===== src/rtl/hwd_pkg.sv =====
package hwd_pkg;

  localparam int unsigned CODE_W  = 3;
  localparam int unsigned N_CODES = 1 << CODE_W;
  // Number of ticks in one minute: 60 s at four ticks per second.
  localparam int unsigned MINUTE_TICKS = 240;

  // Timeout in quarter-second ticks. Codes in the lower half step by four
  // starting at a single tick. Codes in the upper half step by four
  // starting at one minute.
  function automatic int unsigned hwd_code_ticks(input int unsigned code);
    if (code < N_CODES / 2)
      return 32'd1 << (2 * code);
    else
      return MINUTE_TICKS << (2 * (code - N_CODES / 2));
  endfunction

  function automatic int unsigned hwd_max_ticks();
    int unsigned m;
    m = 0;
    for (int unsigned c = 0; c < N_CODES; c++)
      if (hwd_code_ticks(c) > m) m = hwd_code_ticks(c);
    return m;
  endfunction

endpackage


===== src/rtl/hwd_rst_sync.sv =====
module hwd_rst_sync #(
  parameter int unsigned STAGES = 2
) (
  input  logic clk,
  input  logic arst_n,
  output logic srst_n
);

  logic [STAGES-1:0] sync_q;
  logic [STAGES-1:0] sync_d;

  always_comb begin
    sync_d = {sync_q[STAGES-2:0], 1'b1};
  end

  always_ff @(posedge clk or negedge arst_n) begin
    if (!arst_n) sync_q <= '0;
    else         sync_q <= sync_d;
  end

  assign srst_n = sync_q[STAGES-1];

endmodule


===== src/rtl/hwd_reload_sel.sv =====
module hwd_reload_sel
  import hwd_pkg::*;
#(
  parameter int unsigned CNT_W        = 14,
  parameter int unsigned DEFAULT_CODE = 5
) (
  input  logic              clk,
  input  logic              rst_n,
  input  logic              load_en,
  input  logic [CODE_W-1:0] code,
  output logic [CNT_W-1:0]  new_val,
  output logic [CNT_W-1:0]  prog_val
);

  localparam logic [CNT_W-1:0] DEF_VAL = CNT_W'(hwd_code_ticks(DEFAULT_CODE));

  logic [CNT_W-1:0] ladder [N_CODES];
  logic [CNT_W-1:0] prog_q;
  logic [CNT_W-1:0] prog_d;

  genvar gi;
  generate
    for (gi = 0; gi < N_CODES; gi++) begin : g_ladder
      assign ladder[gi] = CNT_W'(hwd_code_ticks(gi));
    end
  endgenerate

  assign new_val = ladder[code];

  always_comb begin
    prog_d = new_val;
  end

  always_ff @(posedge clk or negedge rst_n) begin
    if (!rst_n)       prog_q <= DEF_VAL;
    else if (load_en) prog_q <= prog_d;
  end

  assign prog_val = prog_q;

  // once a code has been latched, the programmed value never reads as zero
  p_prog_nonzero_r2: assert property (@(posedge clk) disable iff (!rst_n)
    $past(load_en) |-> prog_val != '0);

endmodule


===== src/rtl/hwd_countdown.sv =====
module hwd_countdown #(
  parameter int unsigned CNT_W = 14
) (
  input  logic             clk,
  input  logic             rst_n,
  input  logic             start,
  input  logic             stop,
  input  logic             reload,
  input  logic             tick,
  input  logic [CNT_W-1:0] start_val,
  input  logic [CNT_W-1:0] reload_val,
  output logic             running,
  output logic             expire
);

  logic             run_q, run_d;
  logic [CNT_W-1:0] cnt_q, cnt_d;
  logic             cnt_en;

  // Priority: start, then stop, then refill, then tick.
  always_comb begin
    run_d  = run_q;
    cnt_d  = cnt_q;
    expire = 1'b0;
    if (start) begin
      run_d = 1'b1;
      cnt_d = start_val;
    end else if (stop) begin
      run_d = 1'b0;
      cnt_d = '0;
    end else if (run_q) begin
      if (reload) begin
        cnt_d = reload_val;
      end else if (tick) begin
        if (cnt_q <= CNT_W'(1)) begin
          run_d  = 1'b0;
          cnt_d  = '0;
          expire = 1'b1;
        end else begin
          cnt_d = cnt_q - 1'b1;
        end
      end
    end
  end

  assign cnt_en = start | stop | (run_q & (reload | tick));

  always_ff @(posedge clk or negedge rst_n) begin
    if (!rst_n) begin
      run_q <= 1'b0;
      cnt_q <= '0;
    end else if (cnt_en) begin
      run_q <= run_d;
      cnt_q <= cnt_d;
    end
  end

  assign running = run_q;

  // an armed counter never sits at zero
  p_live_count_r7: assert property (@(posedge clk) disable iff (!rst_n)
    run_q |-> cnt_q != '0);

  // a lone tick takes exactly one unit off a count above one
  p_tick_step_r7: assert property (@(posedge clk) disable iff (!rst_n)
    (run_q && tick && !start && !stop && !reload && cnt_q > CNT_W'(1))
      |=> (run_q && cnt_q == $past(cnt_q) - 1'b1));

  // a refill wins over a tick and restores the programmed value
  p_refill_r10: assert property (@(posedge clk) disable iff (!rst_n)
    (run_q && reload && !start && !stop) |=> (run_q && cnt_q == $past(reload_val)));

  // an idle counter stays idle until started
  p_idle_holds_r8: assert property (@(posedge clk) disable iff (!rst_n)
    (!run_q && !start) |=> !run_q);

endmodule


===== src/rtl/hwd_pulse.sv =====
module hwd_pulse #(
  parameter int unsigned PULSE_CYCLES = 36
) (
  input  logic clk,
  input  logic rst_n,
  input  logic fire,
  output logic active
);

  localparam int unsigned PW_W = $clog2(PULSE_CYCLES + 1);
  localparam logic [PW_W-1:0] PW_FULL = PW_W'(PULSE_CYCLES);

  logic [PW_W-1:0] left_q, left_d;
  logic            left_en;

  always_comb begin
    if (fire)              left_d = PW_FULL;
    else if (left_q != '0) left_d = left_q - 1'b1;
    else                   left_d = left_q;
  end

  assign left_en = fire | (left_q != '0);

  always_ff @(posedge clk or negedge rst_n) begin
    if (!rst_n)       left_q <= '0;
    else if (left_en) left_q <= left_d;
  end

  assign active = left_q != '0;

  // a firing request opens a pulse of the full width
  p_pulse_open_r7: assert property (@(posedge clk) disable iff (!rst_n)
    fire |=> (active && left_q == PW_FULL));

  // an open pulse drains by one per cycle unless refired
  p_pulse_drain_r7: assert property (@(posedge clk) disable iff (!rst_n)
    (active && !fire) |=> left_q == $past(left_q) - 1'b1);

endmodule


===== src/rtl/host_watchdog.sv =====
module host_watchdog
  import hwd_pkg::*;
#(
  parameter int unsigned PULSE_CYCLES = 36,
  parameter int unsigned DEFAULT_CODE = 5,
  parameter int unsigned SYNC_STAGES  = 2
) (
  input  logic              clk,
  input  logic              rst_n,
  input  logic              tick_qs,
  input  logic [CODE_W-1:0] tmo_code,
  input  logic              tmo_load,
  input  logic              sw_en,
  input  logic              hw_strap,
  input  logic              legacy_mode,
  input  logic              activity,
  input  logic              cancel_req,
  output logic              host_power_ok,
  output logic              running
);

  localparam int unsigned CNT_W = $clog2(hwd_max_ticks() + 1);

  logic             srst_n;
  logic             por_q;
  logic             arm_ok;
  logic             start_sw, start_por, start;
  logic             stop;
  logic             expire;
  logic             pulse_on;
  logic [CNT_W-1:0] new_val, prog_val, start_val;

  hwd_rst_sync #(.STAGES(SYNC_STAGES)) u_sync (
    .clk    (clk),
    .arst_n (rst_n),
    .srst_n (srst_n)
  );

  // One-cycle marker for the first edge after reset is released
  always_ff @(posedge clk or negedge srst_n) begin
    if (!srst_n)    por_q <= 1'b1;
    else if (por_q) por_q <= 1'b0;
  end

  // A load strobe decides the outcome by itself; cancel only acts without
  // one, and never while the strap is set.
  always_comb begin
    arm_ok    = sw_en | hw_strap;
    start_sw  = tmo_load & arm_ok;
    start_por = por_q & legacy_mode & hw_strap;
    start     = start_sw | start_por;
    stop      = (tmo_load & ~arm_ok) | (cancel_req & ~hw_strap & ~tmo_load);
    start_val = tmo_load ? new_val : prog_val;
  end

  hwd_reload_sel #(
    .CNT_W        (CNT_W),
    .DEFAULT_CODE (DEFAULT_CODE)
  ) u_sel (
    .clk      (clk),
    .rst_n    (srst_n),
    .load_en  (tmo_load),
    .code     (tmo_code),
    .new_val  (new_val),
    .prog_val (prog_val)
  );

  hwd_countdown #(.CNT_W(CNT_W)) u_cnt (
    .clk        (clk),
    .rst_n      (srst_n),
    .start      (start),
    .stop       (stop),
    .reload     (activity),
    .tick       (tick_qs),
    .start_val  (start_val),
    .reload_val (prog_val),
    .running    (running),
    .expire     (expire)
  );

  hwd_pulse #(.PULSE_CYCLES(PULSE_CYCLES)) u_pulse (
    .clk    (clk),
    .rst_n  (srst_n),
    .fire   (expire),
    .active (pulse_on)
  );

  assign host_power_ok = ~pulse_on;

  // a load with an enable present leaves the timer armed
  p_load_arms_r3: assert property (@(posedge clk) disable iff (!srst_n)
    (tmo_load && (sw_en || hw_strap)) |=> running);

  // a load with no enable leaves the timer disarmed
  p_load_disarms_r4: assert property (@(posedge clk) disable iff (!srst_n)
    (tmo_load && !sw_en && !hw_strap) |=> !running);

  // cancel without the strap stops the timer
  p_cancel_stops_r6: assert property (@(posedge clk) disable iff (!srst_n)
    (cancel_req && !hw_strap && !tmo_load) |=> !running);

  // cancel under the strap leaves a running timer alone
  p_cancel_blocked_r6: assert property (@(posedge clk) disable iff (!srst_n)
    (running && cancel_req && hw_strap && !tick_qs) |=> running);

  // the power-good line drops right after an expiry
  p_expiry_drops_r7: assert property (@(posedge clk) disable iff (!srst_n)
    expire |=> (!host_power_ok && !running));

  // a load with an enable overrides a same-cycle cancel
  p_load_over_cancel_r11: assert property (@(posedge clk) disable iff (!srst_n)
    (tmo_load && sw_en && cancel_req) |=> running);

endmodule


===== config.mk =====
export PLATFORM = sky130hd
export DESIGN_NAME = host_watchdog
export DESIGN_NICKNAME = d
export VERILOG_FILES = /design/src/rtl/hwd_pkg.sv /design/src/rtl/hwd_rst_sync.sv /design/src/rtl/hwd_reload_sel.sv /design/src/rtl/hwd_countdown.sv /design/src/rtl/hwd_pulse.sv /design/src/rtl/host_watchdog.sv
export SDC_FILE = /design/constraint.sdc
export NUM_CORES = 1
export LEC_CHECK = 0
export BUFFER_PORTS_ARGS = -buffer_cell sky130_fd_sc_hd__buf_2
export CORE_ASPECT_RATIO = 1.1
export CORE_MARGIN = 5
export CORE_UTILIZATION = 60
export CTS_BUF_LIST = sky130_fd_sc_hd__clkbuf_16
export CTS_CLUSTER_SIZE = 30
export DETAILED_ROUTE_END_ITERATION = 8
export GPL_ROUTABILITY_DRIVEN = 1
export HOLD_SLACK_MARGIN = 0.1
export PLACE_DENSITY = 0.83
export SYNTH_ARGS = -nofsm -noshare
export SYNTH_HDL_FRONTEND = slang
export SYNTH_SLANG_ARGS = --single-unit

===== constraint.sdc =====
create_clock -name clk -period 1.5 [get_ports clk]
set_input_delay 0.3 -clock clk [delete_from_list [all_inputs] [get_ports clk]]
set_output_delay 0.3 -clock clk [all_outputs]
set_load 0.005 [all_outputs]

==> results.py <==
metrics = {
    "logic_synthesis": {
        "syn-num-nets": 241,
        "synth_cells": 221,
        "ys_seq_area_frac": 0.455,
        "netlist_area_um2": 2100,
        "synth_common_cells": "dfrtp_1, o21ai_0, inv_1",
        "synth_cell_types": 43,
        "ys.flop_type": "dfrtp_1",
        "synth_area_leaders": "dfrtp_1, dfstp_2, o21ai_0",
        "synthArstFlopShare": 1.00,
        "yosys_warnings": 0,
        "syn_area_per_cell_um2": 9.52,
        "synth-edff-count": 0,
        "ys_ff_latch": 38,
        "synth_top_area_cell": "dfrtp_1",
        "synth_most_common_cell": "dfrtp_1",
        "synth_top_area_frac": 0.393,
    },
    "layout": {
        "diodes": 0,
        "instances_no_fill": 338,
        "multi_input_area_um2": 1140,
        "drive_gt1_frac": 0.376,
        "nets": 309,
        "seq_area_um2": 957,
        "syn2layout_area_growth_pct": 37.8,
        "n_fill_cell": 168,
    },
    "outcome": {
        "status": "finished with violations",
        "violations": "negative setup slack",
    },
    "timing": {
        "maxSlewViolCount": 0,
        "finalHoldViolCount": 0,
        "clock_skew_ns": 0.00981,
        "max_freq_mhz": 534,
        "finalSetupViolCount": 22,
        "tns_ns": -6.63,
        "period_minus_slack_ns": 1.87,
        "finalCritPeriodShare": 1.25,
        "rsz0062_at_grt": "yes",
        "setup_ws_ns": -0.373,
    },
    "global_route": {
        "use_met1": 0.320,
        "grt_start_max_net_pins": 22,
        "grt_use_met3": 0.0573,
        "grt_pass1_wl_mm": 9.52,
        "grt_usage": 0.264,
        "grt-busiest-layer": "met2",
        "grt_pass1_vias": 2009,
        "antenna_found_initial": 0,
        "overflow": 0,
        "use_met2": 0.447,
    },
    "floorplan": {
        "die_area_um2": 4790,
        "die_h_um": 72.1,
        "rows": 22,
        "core_um2": 3360,
        "initial_core_util": 0.626,
        "die_w_um": 66.5,
        "ios": 14,
    },
    "setup_path": {
        "cp-end-kind": "flip-flop",
        "path_max_fanout": 5,
        "r2r-start": "u_cnt.cnt_q[8]$_DFFE_PN0P_",
        "path_class": "reg -> reg",
        "critPathLaunchType": "flip-flop",
        "cp.required_ns": 1.63,
        "timing.reg2reg.setup_slack_ns": -0.37,
        "r2r_end": "u_cnt.running$_DFFE_PN0P_",
        "critPathArrivalTime_ns": 2.00,
        "rr_worst_depth": 6,
    },
    "pwr": {
        "p_leak_nw": 1.33,
        "ir_drop_mv": 1.20,
        "powerDensity_nw_per_um2": 1390,
    },
    "place": {
        "hpwl_mm": 3.72,
        "portBuffers": 13,
        "gp_congestion": 0.827,
        "post-place-ws_ns": -0.304,
        "place_inst": 322,
    },
    "clock_network": {
        "clockBufferDepth": 2,
        "cts_root_buf": "clkbuf_16",
        "cts_made_buffers": 5,
        "htreeDepth": 2,
        "cts_tree": "done",
        "cts.sinks": 38,
        "clk_pin_slew_ns": 0.05,
        "worstSkewPairLatency_ns": 0.29,
    },
    "job": {
        "maxCapViolCount": 0,
    },
    "routing": {
        "avgViaCountPerCell": 6.51,
        "drt_iter0_markers": 317,
        "drt_wl_total_mm": 7.28,
        "drt_first_pass_iters": 5,
        "num_vias": 2201,
        "route.detailed.drc": 0,
        "wire_per_inst_um": 21.5,
        "antenna_left": 0,
    },
    "hold_path": {
        "min_path_type": "reg -> async",
    },
}
-- sequential cells by signal, indices dropped and copies added, names as in the netlist --
signal / cells
por_q: 1
u_cnt.cnt_q: 14
u_cnt.running: 1
u_pulse.left_q: 6
u_sel.prog_val: 14
u_sync.sync_q: 2
-- layout make-up --
class / instances / area share
clock buffers: 5 / 0.0432
clock inverters: 3 / 0.00389
inverters: 20 / 0.0259
multi-input cells: 155 / 0.393
flip-flops and latches: 38 / 0.330
well taps: 48 / 0.0207
repair buffers: 69 / 0.183
-- worst max-delay path: stages (launching register included) --
cell and delay [ns]:
dfrtp_1 0.38, or4_4 0.56, nor3_4 0.22, buf_6 0.18, nand3_2 0.07, o221ai_2 0.17, nand3_1 0.13
-- how the worst max path moves through the flow --
stage	startpoint	end	slack, ns	depth (start not counted)
floorplan	u_cnt.cnt_q[8]$_DFFE_PN0P_	u_cnt.cnt_q[6]$_DFFE_PN0P_	-0.21	6
global placement	legacy_mode	u_cnt.cnt_q[4]$_DFFE_PN0P_	-0.21	7
detailed placement	cancel_req	u_cnt.cnt_q[7]$_DFFE_PN0P_	-0.30	8
CTS	u_cnt.cnt_q[0]$_DFFE_PN0P_	u_cnt.cnt_q[7]$_DFFE_PN0P_	-0.27	8
global route	u_cnt.cnt_q[1]$_DFFE_PN0P_	u_cnt.cnt_q[2]$_DFFE_PN0P_	-0.44	8
finish	u_cnt.cnt_q[8]$_DFFE_PN0P_	u_cnt.running$_DFFE_PN0P_	-0.37	6
-- kinds of logic (layout without fill, tap and decap cells) --
group,Yosys count,after routing,share of synthesized area
and+or+nand+nor,67,67,0.182
AOI/OAI and AO/OA,62,62,0.187
buffers and inverters,28,97,0.0547
DFF,38,38,0.455
muxes,4,4,0.0202
adders and majority gates,8,8,0.0476
other,2,2,0.00357
xor gates and xnor gates,12,12,0.0500
-- metrics by stage --
step | hold slack [ns] | area, µm² | power [mW] | util
2_1_floorplan | 0.00441 | 2110 | 2.05 | -
3_3_place_gp | 0.0852 | 2570 | 2.50 | 0.766
3_5_place_dp | 0.0866 | 2570 | 2.58 | 0.766
4_1_cts | 0.219 | 2820 | 3.78 | 0.839
5_1_grt | 0.259 | 2900 | 4.19 | 0.863
6_report | 0.222 | 2900 | 4.03 | 0.863
-- power breakdown --
part | switching [mW] | internal, mW | leakage (nW)
registers | 0.166 | 1.21 | 0.476
clock network | 0.389 | 0.597 | 0.0738
logic | 0.874 | 0.795 | 0.777
-- layout by cell type, fill, tap and decap left out, types with 2 or more instances in the layout --
cell type / synthesis / layout
a21oi_1: 17 / 16
a22o_1: 8 / 8
a22oi_1: 4 / 4
and3_2: 0 / 2
buf_12: 0 / 2
buf_2: 2 / 12
buf_4: 0 / 50
buf_6: 1 / 4
clkbuf_16: 0 / 5
conb_1: 2 / 2
dfrtp_1: 33 / 33
dfstp_2: 5 / 5
ha_1: 8 / 7
inv_1: 20 / 19
inv_2: 0 / 3
mux2_2: 2 / 2
mux2i_1: 2 / 2
nand2_1: 16 / 13
nand2_2: 0 / 3
nand3_1: 9 / 7
nor2_1: 16 / 13
nor2_2: 0 / 2
nor2b_1: 7 / 6
nor3_1: 4 / 3
nor4_4: 2 / 3
o211ai_1: 3 / 3
o21ai_0: 21 / 13
o21ai_1: 1 / 7
o21ai_2: 0 / 2
xnor2_1: 7 / 7
xor2_1: 5 / 4
-- repair_timing --
item                       4_1_cts  5_1_grt
hold endpoints to repair         2        0
pin swaps                       10        8
setup endpoints to repair       22       22
setup buffers                    2        5
hold buffers                     1        0
gates resized for setup         23       14
-- per-layer routing --
metal,share of wire,wire (µm),vias up
met4,0.066,481,0
li1,-,-,910
met5,0,0,-
met1,0.35,2540,1066
met2,0.50,3670,168
met3,0.082,596,57
Power figures use the tool's default switching activity.
